## src/rtl/nor_pair_pkg.sv

```systemverilog
// Shared types for the two-byte NOR flash controller.
// Assumes: one state register in the top; pin levels decoded from state.
package nor_pair_pkg;

    typedef enum logic [3:0] {
        ST_IDLE, ST_RCE, ST_ROE, ST_RCAP, ST_RGAP,
        ST_WSET, ST_WPUL, ST_WHLD, ST_WGAP, ST_WMOV,
        ST_POE, ST_PCAP, ST_PREL, ST_DONE
    } ctl_state_t;

    typedef enum logic [1:0] {
        OP_SETUP, OP_DATA, OP_ARRAY
    } wr_op_t;

    typedef struct packed {
        logic ce_n;
        logic oe_n;
        logic we_n;
        logic drive;
        logic load;
        logic done;
        logic busy;
    } pin_set_t;

endpackage

```

## src/rtl/nor_step_timer.sv

```systemverilog
// Cycle counter that times how long the controller stays in a state.
// Assumes: len >= 1 and is constant while a state lasts; hold keeps it at zero.
module nor_step_timer #(
    parameter int TW = 4
) (
    input  logic          clk,
    input  logic          rst_n,
    input  logic          hold,
    input  logic [TW-1:0] len,
    output logic          expire
);
    logic [TW-1:0] cnt_q;

    assign expire = (cnt_q == len - 1'b1);

    // Count cycles in the present state, restart on expiry or hold.
    always_ff @(posedge clk) begin
        if (!rst_n)              cnt_q <= '0;
        else if (hold || expire) cnt_q <= '0;
        else                     cnt_q <= cnt_q + 1'b1;
    end

    p_cnt_in_range_r5: assert property (@(posedge clk) disable iff (!rst_n)
        !hold |-> (cnt_q < len));

endmodule

```

## src/rtl/nor_pin_decode.sv

```systemverilog
// Maps the controller state to strobe, drive, load, done and busy levels.
// Assumes: purely combinational; the state is a register, so outputs are clean.
module nor_pin_decode
    import nor_pair_pkg::*;
(
    input  ctl_state_t st,
    output pin_set_t   pins
);
    // Decode the pin levels for each state.
    always_comb begin
        pins = '{ce_n: 1'b1, oe_n: 1'b1, we_n: 1'b1, drive: 1'b0,
                 load: 1'b0, done: 1'b0, busy: 1'b1};
        case (st)
            ST_IDLE: pins.busy = 1'b0;
            ST_RCE, ST_RGAP, ST_WGAP, ST_WMOV, ST_PREL: pins.ce_n = 1'b0;
            ST_ROE, ST_POE: begin
                pins.ce_n = 1'b0;
                pins.oe_n = 1'b0;
            end
            ST_RCAP: begin
                pins.ce_n = 1'b0;
                pins.oe_n = 1'b0;
                pins.load = 1'b1;
            end
            ST_PCAP: begin
                pins.ce_n = 1'b0;
                pins.oe_n = 1'b0;
            end
            ST_WSET, ST_WHLD: begin
                pins.ce_n  = 1'b0;
                pins.drive = 1'b1;
            end
            ST_WPUL: begin
                pins.ce_n  = 1'b0;
                pins.we_n  = 1'b0;
                pins.drive = 1'b1;
            end
            ST_DONE: pins.done = 1'b1;
            default: pins.busy = 1'b1;
        endcase
    end

endmodule

```

## src/rtl/nor_byte_capture.sv

```systemverilog
// Assembles the read result one byte at a time from the data bus.
// Assumes: cap_en is high for a single cycle per byte; sel picks the lane.
module nor_byte_capture #(
    parameter int DW = 8,
    parameter int NB = 2,
    localparam int SW = (NB > 1) ? $clog2(NB) : 1
) (
    input  logic            clk,
    input  logic            rst_n,
    input  logic            cap_en,
    input  logic [SW-1:0]   sel,
    input  logic [DW-1:0]   din,
    output logic [NB*DW-1:0] word
);
    for (genvar i = 0; i < NB; i++) begin : g_lane
        // Store the bus byte into lane i when that lane is selected.
        always_ff @(posedge clk) begin
            if (!rst_n)                            word[i*DW +: DW] <= '0;
            else if (cap_en && (sel == SW'(i)))    word[i*DW +: DW] <= din;
        end
    end

endmodule

```

## src/rtl/nor_pair_ctrl.sv

```systemverilog
// Two-byte read/program controller for an asynchronous parallel NOR flash.
// Assumes: 50 MHz clock, all memory timing given as whole cycle counts,
// external pad buffer driven by bus_drive/bus_out, memory status ready on bit RDY_BIT.
module nor_pair_ctrl
    import nor_pair_pkg::*;
#(
    parameter int          DW         = 8,
    parameter int          T_CE_OE    = 4,
    parameter int          T_OE_DATA  = 2,
    parameter int          T_WE_LOW   = 3,
    parameter int          T_BYTE_GAP = 2,
    parameter int          RDY_BIT    = 7,
    parameter logic [7:0]  CMD_PGM    = 8'h40,
    parameter logic [7:0]  CMD_ARRAY  = 8'hFF
) (
    input  logic            clk,
    input  logic            rst_n,
    input  logic            rd_req,
    input  logic            wr_req,
    input  logic [2*DW-1:0] wr_value,
    output logic [2*DW-1:0] rd_value,
    output logic            load_pulse,
    output logic            busy,
    output logic            done,
    output logic            mem_ce_n,
    output logic            mem_oe_n,
    output logic            mem_we_n,
    output logic            mem_a0,
    output logic            bus_drive,
    output logic [DW-1:0]   bus_out,
    input  logic [DW-1:0]   bus_in
);
    localparam int MAX_A  = (T_CE_OE > T_OE_DATA) ? T_CE_OE : T_OE_DATA;
    localparam int MAX_B  = (T_WE_LOW > T_BYTE_GAP) ? T_WE_LOW : T_BYTE_GAP;
    localparam int MAXLEN = (MAX_A > MAX_B) ? MAX_A : MAX_B;
    localparam int TW     = $clog2(MAXLEN + 1) + 1;

    ctl_state_t      st_q;
    wr_op_t          op_q;
    logic            sel_q;
    logic            rdy_q;
    logic [2*DW-1:0] wr_hold_q;
    logic [TW-1:0]   len;
    logic            expire;
    pin_set_t        pins;

    // Pick the dwell length in cycles for the present state.
    always_comb begin
        case (st_q)
            ST_RCE:                    len = TW'(T_CE_OE);
            ST_ROE, ST_POE:            len = TW'(T_OE_DATA);
            ST_RGAP, ST_WGAP, ST_WMOV: len = TW'(T_BYTE_GAP);
            ST_WPUL:                   len = TW'(T_WE_LOW);
            default:                   len = TW'(1);
        endcase
    end

    nor_step_timer #(.TW(TW)) u_timer (
        .clk    (clk),
        .rst_n  (rst_n),
        .hold   (st_q == ST_IDLE),
        .len    (len),
        .expire (expire)
    );

    nor_pin_decode u_decode (
        .st   (st_q),
        .pins (pins)
    );

    nor_byte_capture #(.DW(DW), .NB(2)) u_capture (
        .clk    (clk),
        .rst_n  (rst_n),
        .cap_en (st_q == ST_RCAP),
        .sel    (sel_q),
        .din    (bus_in),
        .word   (rd_value)
    );

    // Sequence the read, program, poll and read-array steps.
    always_ff @(posedge clk) begin
        if (!rst_n) begin
            st_q      <= ST_IDLE;
            op_q      <= OP_SETUP;
            sel_q     <= 1'b0;
            rdy_q     <= 1'b0;
            wr_hold_q <= '0;
        end else if (st_q == ST_IDLE) begin
            sel_q <= 1'b0;
            if (rd_req) begin
                st_q <= ST_RCE;
            end else if (wr_req) begin
                st_q      <= ST_WSET;
                op_q      <= OP_SETUP;
                wr_hold_q <= wr_value;
            end
        end else if (expire) begin
            case (st_q)
                ST_RCE:  st_q <= ST_ROE;
                ST_ROE:  st_q <= ST_RCAP;
                ST_RCAP: st_q <= sel_q ? ST_DONE : ST_RGAP;
                ST_RGAP: st_q <= ST_ROE;
                ST_WSET: st_q <= ST_WPUL;
                ST_WPUL: st_q <= ST_WHLD;
                ST_WHLD: st_q <= ST_WGAP;
                ST_WGAP: begin
                    case (op_q)
                        OP_SETUP: begin
                            op_q <= OP_DATA;
                            st_q <= ST_WSET;
                        end
                        OP_DATA: st_q <= ST_POE;
                        default: st_q <= ST_DONE;
                    endcase
                end
                ST_POE:  st_q <= ST_PCAP;
                ST_PCAP: begin
                    rdy_q <= bus_in[RDY_BIT];
                    st_q  <= ST_PREL;
                end
                ST_PREL: begin
                    if (!rdy_q) begin
                        st_q <= ST_POE;
                    end else if (!sel_q) begin
                        op_q <= OP_SETUP;
                        st_q <= ST_WMOV;
                    end else begin
                        op_q <= OP_ARRAY;
                        st_q <= ST_WSET;
                    end
                end
                ST_WMOV: st_q <= ST_WSET;
                ST_DONE: st_q <= ST_IDLE;
                default: st_q <= ST_IDLE;
            endcase
            if ((st_q == ST_RCAP && !sel_q) || (st_q == ST_PREL && rdy_q && !sel_q))
                sel_q <= 1'b1;
        end
    end

    // Choose the byte a write strobe carries.
    always_comb begin
        bus_out = '0;
        if (pins.drive) begin
            case (op_q)
                OP_SETUP: bus_out = CMD_PGM;
                OP_DATA:  bus_out = sel_q ? wr_hold_q[2*DW-1:DW] : wr_hold_q[DW-1:0];
                default:  bus_out = CMD_ARRAY;
            endcase
        end
    end

    assign mem_ce_n   = pins.ce_n;
    assign mem_oe_n   = pins.oe_n;
    assign mem_we_n   = pins.we_n;
    assign bus_drive  = pins.drive;
    assign load_pulse = pins.load;
    assign done       = pins.done;
    assign busy       = pins.busy;
    assign mem_a0     = (st_q == ST_IDLE || st_q == ST_DONE) ? 1'b0 : sel_q;

    // Length of the present write-enable low run, for the width check.
    logic [7:0] we_lo_q;
    always_ff @(posedge clk) begin
        if (!rst_n)         we_lo_q <= '0;
        else if (!mem_we_n) we_lo_q <= we_lo_q + 1'b1;
        else                we_lo_q <= '0;
    end

    p_idle_quiet_r1: assert property (@(posedge clk) disable iff (!rst_n)
        !busy |-> (mem_ce_n && mem_oe_n && mem_we_n && !bus_drive && !mem_a0));

    p_load_after_oe_r3: assert property (@(posedge clk) disable iff (!rst_n)
        load_pulse |-> (!mem_oe_n && !$past(mem_oe_n) && !$past(mem_oe_n, 2)));

    p_we_width_r5: assert property (@(posedge clk) disable iff (!rst_n)
        $rose(mem_we_n) |-> (we_lo_q == 8'(T_WE_LOW)));

    p_oe_no_drive_r6: assert property (@(posedge clk) disable iff (!rst_n)
        !mem_oe_n |-> !bus_drive);

    p_we_with_drive_r6: assert property (@(posedge clk) disable iff (!rst_n)
        !mem_we_n |-> (bus_drive && !mem_ce_n));

    p_a0_steady_r9: assert property (@(posedge clk) disable iff (!rst_n)
        (!mem_we_n && !$past(mem_we_n)) |-> $stable(mem_a0));

    p_done_once_r10: assert property (@(posedge clk) disable iff (!rst_n)
        done |=> !done);

    p_busy_ignore_r11: assert property (@(posedge clk) disable iff (!rst_n)
        (busy && !done) |=> busy);

endmodule

```

## config.mk

```make
export PLATFORM = sky130hd
export DESIGN_NAME = nor_pair_ctrl
export DESIGN_NICKNAME = d
export VERILOG_FILES = /design/src/rtl/nor_pair_pkg.sv /design/src/rtl/nor_step_timer.sv /design/src/rtl/nor_pin_decode.sv /design/src/rtl/nor_byte_capture.sv /design/src/rtl/nor_pair_ctrl.sv
export SDC_FILE = /design/constraint.sdc
export NUM_CORES = 1
export LEC_CHECK = 0
export BUFFER_PORTS_ARGS = -buffer_cell sky130_fd_sc_hd__buf_4
export CORE_MARGIN = 4
export CORE_UTILIZATION = 58
export CTS_BUF_LIST = sky130_fd_sc_hd__clkbuf_4
export CTS_CLUSTER_DIAMETER = 60
export CTS_CLUSTER_SIZE = 28
export DETAILED_ROUTE_END_ITERATION = 10
export PLACE_DENSITY_LB_ADDON = 0.1
export SLEW_MARGIN = 20
export SYNTH_ARGS = -nofsm -noshare
export SYNTH_HDL_FRONTEND = slang
export SYNTH_SLANG_ARGS = --single-unit
```

## constraint.sdc

```tcl
create_clock -name clk -period 6.98 [get_ports clk]
set_input_delay 1.396 -clock clk [delete_from_list [all_inputs] [get_ports clk]]
set_output_delay 1.396 -clock clk [all_outputs]
set_load 0.005 [all_outputs]
```

==> metrics.cfg, run 1 <==
[routing]
ant_nets=0
viasPerCell=5.664
wl_per_cell_um=14.07
drt_pre_antenna_iters=4
drt_iter0_markers=129
drc_errors=0
vias=2107
routed_wl_mm=5.234

[clocking]
h-tree-depth=2
holdBufCountCts=0
clk_latency_ns=0.35
cts_tree=yes
numCtsBuffers=5
post-cts-setup-buffer-count=0
clk_pin_slew_ns=0.14
clock_sinks=44
cts_max_path_buffers=2
cts_resized=0
clock-root-buffer=clkbuf_4

[timing]
fin_ws_ns=3.282
finalSetupViolations=0
setup_tns_ns=0
tightest_slew_ns=1.011
max-slew-margin-rel_pct=32.31
finalCritPeriodShare_pct=52.98
hold_viol_final=0
rsz0062_at_grt=no
finalCriticalPeriod_ns=3.698
slew_viol_final=0
skew_ns=0.01055
timing.hold.ws_ns=0.4611
fmax_mhz=270.4

[critical_path]
r2r_slack_ns=3.86
crit_type=register to primary output
crit_path_start_kind=register
r2r_cells=10
worstPathArrival_ns=2.30
critPathRequiredTime_ns=5.58
worst_setup_path_end_kind=primary output
r2r-end=op_q[1]$_SDFFE_PN0P_
critPathMaxFanout=25
rr_startpoint=st_q[2]$_SDFFE_PN0P_

[yosys]
avgSynthCellArea_um2=8.078
netlist_area_um2=2213
ys_ff_latch=44
async_flop_share_pct=0
syn_inst=274
syn-num-nets=304
synth_warnings=0
synth_edf_count=0
synth_cell_type_count=47
ys.flop_type=dfxtp_1
ys_seq_area_share_pct=39.80

[power_and_ir_drop]
p_per_area_nw_per_um2=307.9
peakVddDrop_mv=0.1574
p_leak_uw=0.001123

[layout]
finish.utilization_pct=74.06
nets=353
drive_above_1_share_pct=23.15
diodes=0
synthToLayoutAreaGrowth_pct=22.50

[global_routing]
grt_pass1_wl_mm=8.659
overflow=0
grt_pass1_vias=1973
track_usage_pct=21.18
grt_max_degree=37
grt_antenna_before_repair=0

[floorplanning]
ios=60
design.core.area_um2=3661
initial_core_util_pct=60.46
row_count=22
fp.dieArea_um2=4869
die_x_um=69.78
die_y_um=69.78

[place]
gp_congestion=0.8422
port_buffers=59
place_ws_ns=3.747
hpwl_mm=3.623

[min_path]
hp-start=wr_hold_q[2]$_SDFFE_PN0P_
min_to=wr_hold_q[2]$_SDFFE_PN0P_
hold_depth=2
hp-class=register to register

[flow_run]
drv_cap=0

[status]
status=complete, no violations

## critical path, cell delays in order (launching register included)
cell and delay, ns:
dfxtp_1 0.87, nand2b_1 0.30, nor2_1 0.20, nand2_1 0.21, a21oi_1 0.22, buf_4 0.14
## layout by cell type (no fill, tap or decap), types with 3 or more instances in the layout
cell,Yosys,layout
a211oi_1,5,5
a21oi_1,30,30
a31oi_1,3,3
buf_4,1,59
clkbuf_4,0,5
dfxtp_1,44,44
mux2i_1,22,22
nand2_1,45,45
nand2b_1,5,5
nand3_1,7,7
nor2_1,37,37
nor2b_1,7,7
nor3_1,5,5
o21ai_0,9,9
## layout make-up
| type | instances | area [µm²] |
|---|---|---|
| Tap cell | 48 | 60.06 |
| Clock buffer | 5 | 37.54 |
| Timing Repair Buffer | 59 | 442.9 |
| Sequential cell | 44 | 880.8 |
| Fill cell | 297 | 949.7 |
| Clock inverter | 3 | 42.54 |
| Inverter | 4 | 15.01 |
| Multi-Input combinational cell | 209 | 1232 |
## worst max-delay path by stage
stage,start,endpoint,slack (ns),depth (start not counted)
2_1_floorplan,st_q[2]$_SDFFE_PN0P_,mem_a0,4.24,5
3_3_place_gp,st_q[2]$_SDFFE_PN0P_,bus_out[1],3.89,5
3_5_place_dp,st_q[2]$_SDFFE_PN0P_,bus_out[1],3.75,5
4_1_cts,st_q[2]$_SDFFE_PN0P_,bus_out[1],3.33,5
5_1_grt,st_q[2]$_SDFFE_PN0P_,bus_out[1],3.08,5
6_report,st_q[2]$_SDFFE_PN0P_,bus_out[1],3.28,5
## synthesized netlist by cell type, types with 3 or more instances
cell	number	area share, %
nor2_1	37	6.3
a211oi_1	5	1.7
clkbuf_1	12	2.0
a31oi_1	3	0.85
o21ai_0	9	2.0
dfxtp_1	44	40
nand2b_1	5	1.4
nand3_1	7	1.6
nor2b_1	7	2.0
nand2_1	45	7.6
mux2i_1	22	9.9
nor3_1	5	1.1
a21oi_1	30	6.8
## layer usage
| metal | wire length, µm | vias up | part of all wire [%] | global-route usage (%) |
|---|---|---|---|---|
| li1 | - | 1048 | - | - |
| met1 | 2212 | 990 | 42 | 25.54 |
| met2 | 2655 | 60 | 51 | 36.83 |
| met3 | 294 | 9 | 5.6 | 4.928 |
| met4 | 71 | 0 | 1.4 | 7.021 |
| met5 | 0 | - | 0 | 0 |
## state kept, by name (all words and copies together) (netlist names)
signal	flops
rdy_q	1
wr_hold_q	16
u_timer.cnt_q	4
sel_q	1
st_q	4
op_q	2
u_capture.word	16
## power by group
part / internal (µW) / switching (µW) / total [µW]
clock network: 75.0 / 85.1 / 160
registers: 274 / 44.3 / 319
logic: 153 / 203 / 356
total: 503 / 332 / 835
## metrics by stage
step | total power [µW] | cell area (µm²) | std cells
after global routing | 885.6 | 2711 | 372
final | 834.9 | 2711 | 372
after detailed placement | 675.4 | 2631 | 364
after CTS | 834.3 | 2711 | 372
after floorplan | 596.9 | 2213 | 274
after global placement | 674.7 | 2631 | 364
## logic make-up after synthesis
| family | count (synthesis) | synth area share, % |
|---|---|---|
| buffers and inverters | 21 | 4.522 |
| multiplexers | 22 | 9.949 |
| AND/OR/NAND/NOR | 118 | 25.04 |
| AO/OA/AOI/OAI | 63 | 17.98 |
| adder cells (fa/ha/maj) | 2 | 1.130 |
| XOR/XNOR | 4 | 1.583 |
| flip-flops | 44 | 39.80 |
No activity file was read; power rests on OpenSTA's default activity.
==> inputs of run 2 (changes only) <==
--- a/config.mk
+++ b/config.mk
@@ -5,9 +5,10 @@
 export SDC_FILE = /design/constraint.sdc
 export NUM_CORES = 1
 export LEC_CHECK = 0
+export ABC_AREA = 1
 export BUFFER_PORTS_ARGS = -buffer_cell sky130_fd_sc_hd__buf_4
 export CORE_MARGIN = 4
-export CORE_UTILIZATION = 58
+export CORE_UTILIZATION = 49
 export CTS_BUF_LIST = sky130_fd_sc_hd__clkbuf_4
 export CTS_CLUSTER_DIAMETER = 60
 export CTS_CLUSTER_SIZE = 28
==> constraint.sdc (replaced) <==
create_clock -name clk -period 3.4 [get_ports clk]
set_input_delay 0.68 -clock clk [delete_from_list [all_inputs] [get_ports clk]]
set_output_delay 0.68 -clock clk [all_outputs]
set_load 0.005 [all_outputs]
==> metrics.cfg, run 2 <==
[global_routing]
grt_pass1_wl_mm=8.680
grt_antenna_before_repair=0
grt_pass1_vias=1998
grt_use_met2_pct=31.32
busiest_layer=met2
grt_use_met3_pct=4.054
track_usage_pct=20.08
use_met1_pct=26.32
grt_max_degree=30
overflow=0

[timing]
finalCriticalPeriod_ns=2.630
slew_viol_final=0
tightest_slew_ns=0.6334
hold_viol_final=0
max-slew-margin-rel_pct=57.73
fin_ws_ns=0.7701
fmax_mhz=380.2
skew_ns=0.007767
setup_tns_ns=0
finalSetupViolations=0
finalCritPeriodShare_pct=77.35
rsz0062_at_grt=no

[clocking]
post-cts-setup-buffer-count=0
cts_tree=yes
clock-root-buffer=clkbuf_4
cts_max_path_buffers=2
holdBufCountCts=0
clock_sinks=44
clk_pin_slew_ns=0.13
cts_resized=0
numCtsBuffers=5
clk_latency_ns=0.36
h-tree-depth=2

[critical_path]
worstPathArrival_ns=1.95
critPathRequiredTime_ns=2.72
crit_type=register to primary output
worst_setup_path_end_kind=primary output
critPathMaxFanout=7
crit_path_start_kind=register

[yosys]
ys.flop_type=dfxtp_1
ys_ff_latch=44
avgSynthCellArea_um2=6.745
yosys.area.top_type=dfxtp_1
synth_edf_count=0
synth_area_leaders=dfxtp_1 (41%), nor2_1 (12%), nand2_1 (9.7%)
syn_inst=320
ys_seq_area_share_pct=40.81
async_flop_share_pct=0
yosysMostFrequentCell=nor2_1
synth_warnings=0
synth_top_area_share_pct=40.81
synthTopCellsByCount=nor2_1 (69), nand2_1 (56), dfxtp_1 (44)
syn-num-nets=350
netlist_area_um2=2158
synth_cell_type_count=32

[layout]
final_common_cell=nor2_1
finish.utilization_pct=64.58
synthToLayoutAreaGrowth_pct=23.13
fillers=419
nets=405
seqCellArea_um2=880.8
drive_above_1_share_pct=22.34
reg_top3=u_capture.word x16, wr_hold_q x16
final_cells=426
diodes=0
multi_input_area_um2=1092
layout_common_cells=nor2_1 (69), buf_4 (59), nand2_1 (56), dfxtp_1 (44), o21ai_0 (33)

[power_and_ir_drop]
clock_power_share_pct=14.6
p_leak_uw=0.001252
p_seq_share_pct=39.4
netSwitchingPower_uw=725.1
combPwrFrac_pct=46.0
p_per_area_nw_per_um2=634.5
peakVddDrop_mv=0.3053
switching_share_pct=43.01
internal_power_uw=961.0

[floorplanning]
fp.dieArea_um2=5531
die_x_um=74.37
initial_core_util_pct=52.45
die_y_um=74.37
design.core.area_um2=4115
row_count=23
ios=60

[min_path]
hp-class=register to register

[routing]
drt_iter0_markers=129
wl_per_cell_um=12.47
ant_nets=0
drc_errors=0
routed_wl_mm=5.311
vias=2180
drt_pre_antenna_iters=4
viasPerCell=5.117

[place]
hpwl_mm=4.081
gp_congestion=0.9822
place_ws_ns=1.063
placed_cells=418
port_buffers=59

[flow_run]
drv_cap=0

[status]
status=complete, no violations

-- run 2: kinds of logic after synthesis --
family                   count (synthesis)  synth area share [%]
XOR/XNOR                                 2                0.8117
AND/OR/NAND/NOR                        165                 33.04
flip-flops                              44                 40.81
adder cells (fa/ha/maj)                  2                 1.159
AO/OA/AOI/OAI                           64                 15.59
buffers and inverters                   43                 8.579
-- run 2: layout make-up --
class                           count  area share [%]
Clock inverter                      3          0.7062
Multi-Input combinational cell    233           41.10
Tap cell                           50           2.354
Timing Repair Buffer               59           16.67
Inverter                           32           4.614
Sequential cell                    44           33.15
Clock buffer                        5           1.412
-- run 2: critical path, cell delays in order (launching register included) --
cell	delay, ns
dfxtp_1	0.46
inv_1	0.15
nor2_2	0.14
inv_2	0.07
nor2_2	0.20
nand2_1	0.21
a31oi_1	0.22
buf_4	0.14
-- run 2: through the flow --
step	power [µW]	hold WS, ns	instance area, µm²
final	1686	0.4704	2658
after floorplan	1236	0.4390	2158
after global routing	1848	0.4909	2658
after CTS	1693	0.4734	2658
after detailed placement	1445	0.4541	2601
after global placement	1429	0.4484	2601
-- run 2: power groups by stage --
stage          registers, µW  logic [µW]  clock network (µW)
2_1_floorplan            652         583                   0
3_3_place_gp             671         758                   0
3_5_place_dp             674         771                   0
4_1_cts                  663         774                 256
5_1_grt                  675         890                 283
6_report                 664         776                 246
-- run 2: metal layers --
metal  vias to the layer above  share of wire, %
met5                         -                 0
met4                         0               1.9
met3                        10               6.7
met2                        74                47
met1                       951                45
li1                       1145                 -
-- run 2: worst paths after layout --
kind                                                  endpoint  depth (start not counted)  slack (ns)                            from
worst max-delay path                                bus_out[5]                          7        0.77            st_q[2]$_SDFFE_PN0P_
worst min-delay path            u_capture.word[1]$_SDFFE_PN0P_                          2        0.47  u_capture.word[1]$_SDFFE_PN0P_
worst max register to register            st_q[2]$_SDFFE_PN0P_                         14        1.01            st_q[1]$_SDFFE_PN0P_
worst min register to register  u_capture.word[1]$_SDFFE_PN0P_                          2        0.47  u_capture.word[1]$_SDFFE_PN0P_
==> inputs of run 3 (changes only) <==
--- a/config.mk
+++ b/config.mk
@@ -8,7 +8,7 @@
 export ABC_AREA = 1
 export BUFFER_PORTS_ARGS = -buffer_cell sky130_fd_sc_hd__buf_4
 export CORE_MARGIN = 4
-export CORE_UTILIZATION = 49
+export CORE_UTILIZATION = 54
 export CTS_BUF_LIST = sky130_fd_sc_hd__clkbuf_4
 export CTS_CLUSTER_DIAMETER = 60
 export CTS_CLUSTER_SIZE = 28
==> constraint.sdc (replaced) <==
create_clock -name clk -period 2.5 [get_ports clk]
set_input_delay 0.5 -clock clk [delete_from_list [all_inputs] [get_ports clk]]
set_output_delay 0.5 -clock clk [all_outputs]
set_load 0.005 [all_outputs]
==> metrics.cfg, run 3 (synthesis results as in run 2) <==
[global_routing]
grt_pass1_wl_mm=8.838
track_usage_pct=21.10
grt_pass1_vias=2016
grt_max_degree=30
use_met1_pct=28.87
overflow=0
busiest_layer=met2
grt_use_met2_pct=34.08
grt_use_met3_pct=4.348
grt_antenna_before_repair=0

[critical_path]
worst_setup_path_end_kind=register
critPathMaxFanout=6
rr_startpoint=st_q[2]$_SDFFE_PN0P_
critPathRequiredTime_ns=2.77
r2r_slack_ns=0.18
r2r-end=st_q[2]$_SDFFE_PN0P_
crit_path_start_kind=register
worstPathArrival_ns=2.58
r2r_cells=14
crit_type=register to register

[clocking]
post-cts-setup-buffer-count=0
numCtsBuffers=5
cts_tree=yes
clk_pin_slew_ns=0.13
clock-root-buffer=clkbuf_4
cts_max_path_buffers=2
clk_latency_ns=0.36
h-tree-depth=2
cts_resized=0
holdBufCountCts=0
clock_sinks=44

[timing]
finalCriticalPeriod_ns=2.317
slew_viol_final=0
max-slew-margin-rel_pct=56.97
setup_tns_ns=0
fmax_mhz=431.6
hold_viol_final=0
finalSetupViolations=0
skew_ns=0.005050
tightest_slew_ns=0.6447
rsz0062_at_grt=no
finalCritPeriodShare_pct=92.69

[routing]
vias=2195
drc_errors=0
viasPerCell=5.153
ant_nets=0
drt_pre_antenna_iters=5
routed_wl_mm=5.434
drt_iter0_markers=171
wl_per_cell_um=12.76

[power_and_ir_drop]
p_per_area_nw_per_um2=868.9
power_uw=2324
p_leak_uw=0.001264
peakVddDrop_mv=0.4658

[min_path]
hp-class=input pin to register
hold_depth=3
hp-start=wr_value[0]
min_to=wr_hold_q[0]$_SDFFE_PN0P_

[layout]
synthToLayoutAreaGrowth_pct=23.94
nets=407
diodes=0
fillers=344
final_common_cell=nor2_1
drive_above_1_share_pct=23.81
reg_top3=u_capture.word x16, wr_hold_q x16
layout_common_cells=nor2_1 (69), buf_4 (61), nand2_1 (56), dfxtp_1 (40), o21ai_0 (33)

[status]
status=complete, no violations

[floorplanning]
fp.dieArea_um2=5072
die_x_um=71.22
ios=60
die_y_um=71.22
initial_core_util_pct=57.23
row_count=22
design.core.area_um2=3771

[flow_run]
drv_cap=0

[place]
gp_congestion=0.9749
hpwl_mm=4.011
port_buffers=59

run 3: changes by cell type in the layout (fill, tap and decap cells not counted), sizes merged:
cell / before / now
buf: 59 / 61
run 3: through the flow:
stage          hold slack [ns]  instances  setup slack (ns)  instance area (µm²)  util [%]
6_report                0.3533        426            0.1828                 2675     70.94
5_1_grt                 0.3462        426           0.05088                 2675     70.94
4_1_cts                 0.3557        426            0.1382                 2670     70.80
3_5_place_dp            0.4549        418            0.1622                 2614     69.31
3_3_place_gp            0.4489        418            0.2483                 2614     69.31
2_1_floorplan           0.4390        320            0.4073                 2158         -
run 3: routing by layer:
layer	vias to the layer above	part of all wire [%]
met5	-	0
met4	0	0.48
met3	4	5.8
met2	62	48
met1	973	46
li1	1156	-
run 3: worst max-delay path, stage by stage (launching register included):
cell     delay (ns)
dfxtp_2        0.40
inv_1          0.12
nand3_1        0.15
nand4_1        0.14
nand2_1        0.10
inv_1          0.05
ha_1           0.29
a21oi_1        0.15
o21ai_0        0.10
a21oi_1        0.20
nand4_2        0.17
nand2_2        0.13
inv_1          0.06
nor2_1         0.11
nor2_1         0.05
run 3: report_power, final:
group | total [µW] | internal (µW) | switching [µW]
combinational | 1070 | 399 | 674
sequential | 905 | 812 | 93.6
clock | 346 | 108 | 238
total | 2320 | 1320 | 1010
run 3: cell type report:
class | instances | area (µm²) | share of cell area, %
multi-input cells | 233 | 1092 | 40.83
flip-flops and latches | 44 | 885.9 | 33.12
repair buffers | 61 | 457.9 | 17.12
inverters | 32 | 122.6 | 4.584
well taps | 48 | 60.06 | 2.245
clock buffers | 5 | 37.54 | 1.403
clock inverters | 3 | 18.77 | 0.7016
run 3: worst max-delay path by stage:
stage	start	cells past startpoint	endpoint	slack, ns
global placement	st_q[1]$_SDFFE_PN0P_	14	op_q[1]$_SDFFE_PN0P_	0.25
floorplan	st_q[1]$_SDFFE_PN0P_	14	st_q[2]$_SDFFE_PN0P_	0.41
detailed placement	st_q[1]$_SDFFE_PN0P_	14	op_q[1]$_SDFFE_PN0P_	0.16
finish	st_q[2]$_SDFFE_PN0P_	14	st_q[2]$_SDFFE_PN0P_	0.18
global route	st_q[2]$_SDFFE_PN0P_	14	st_q[2]$_SDFFE_PN0P_	0.05
CTS	st_q[2]$_SDFFE_PN0P_	7	bus_out[5]	0.14
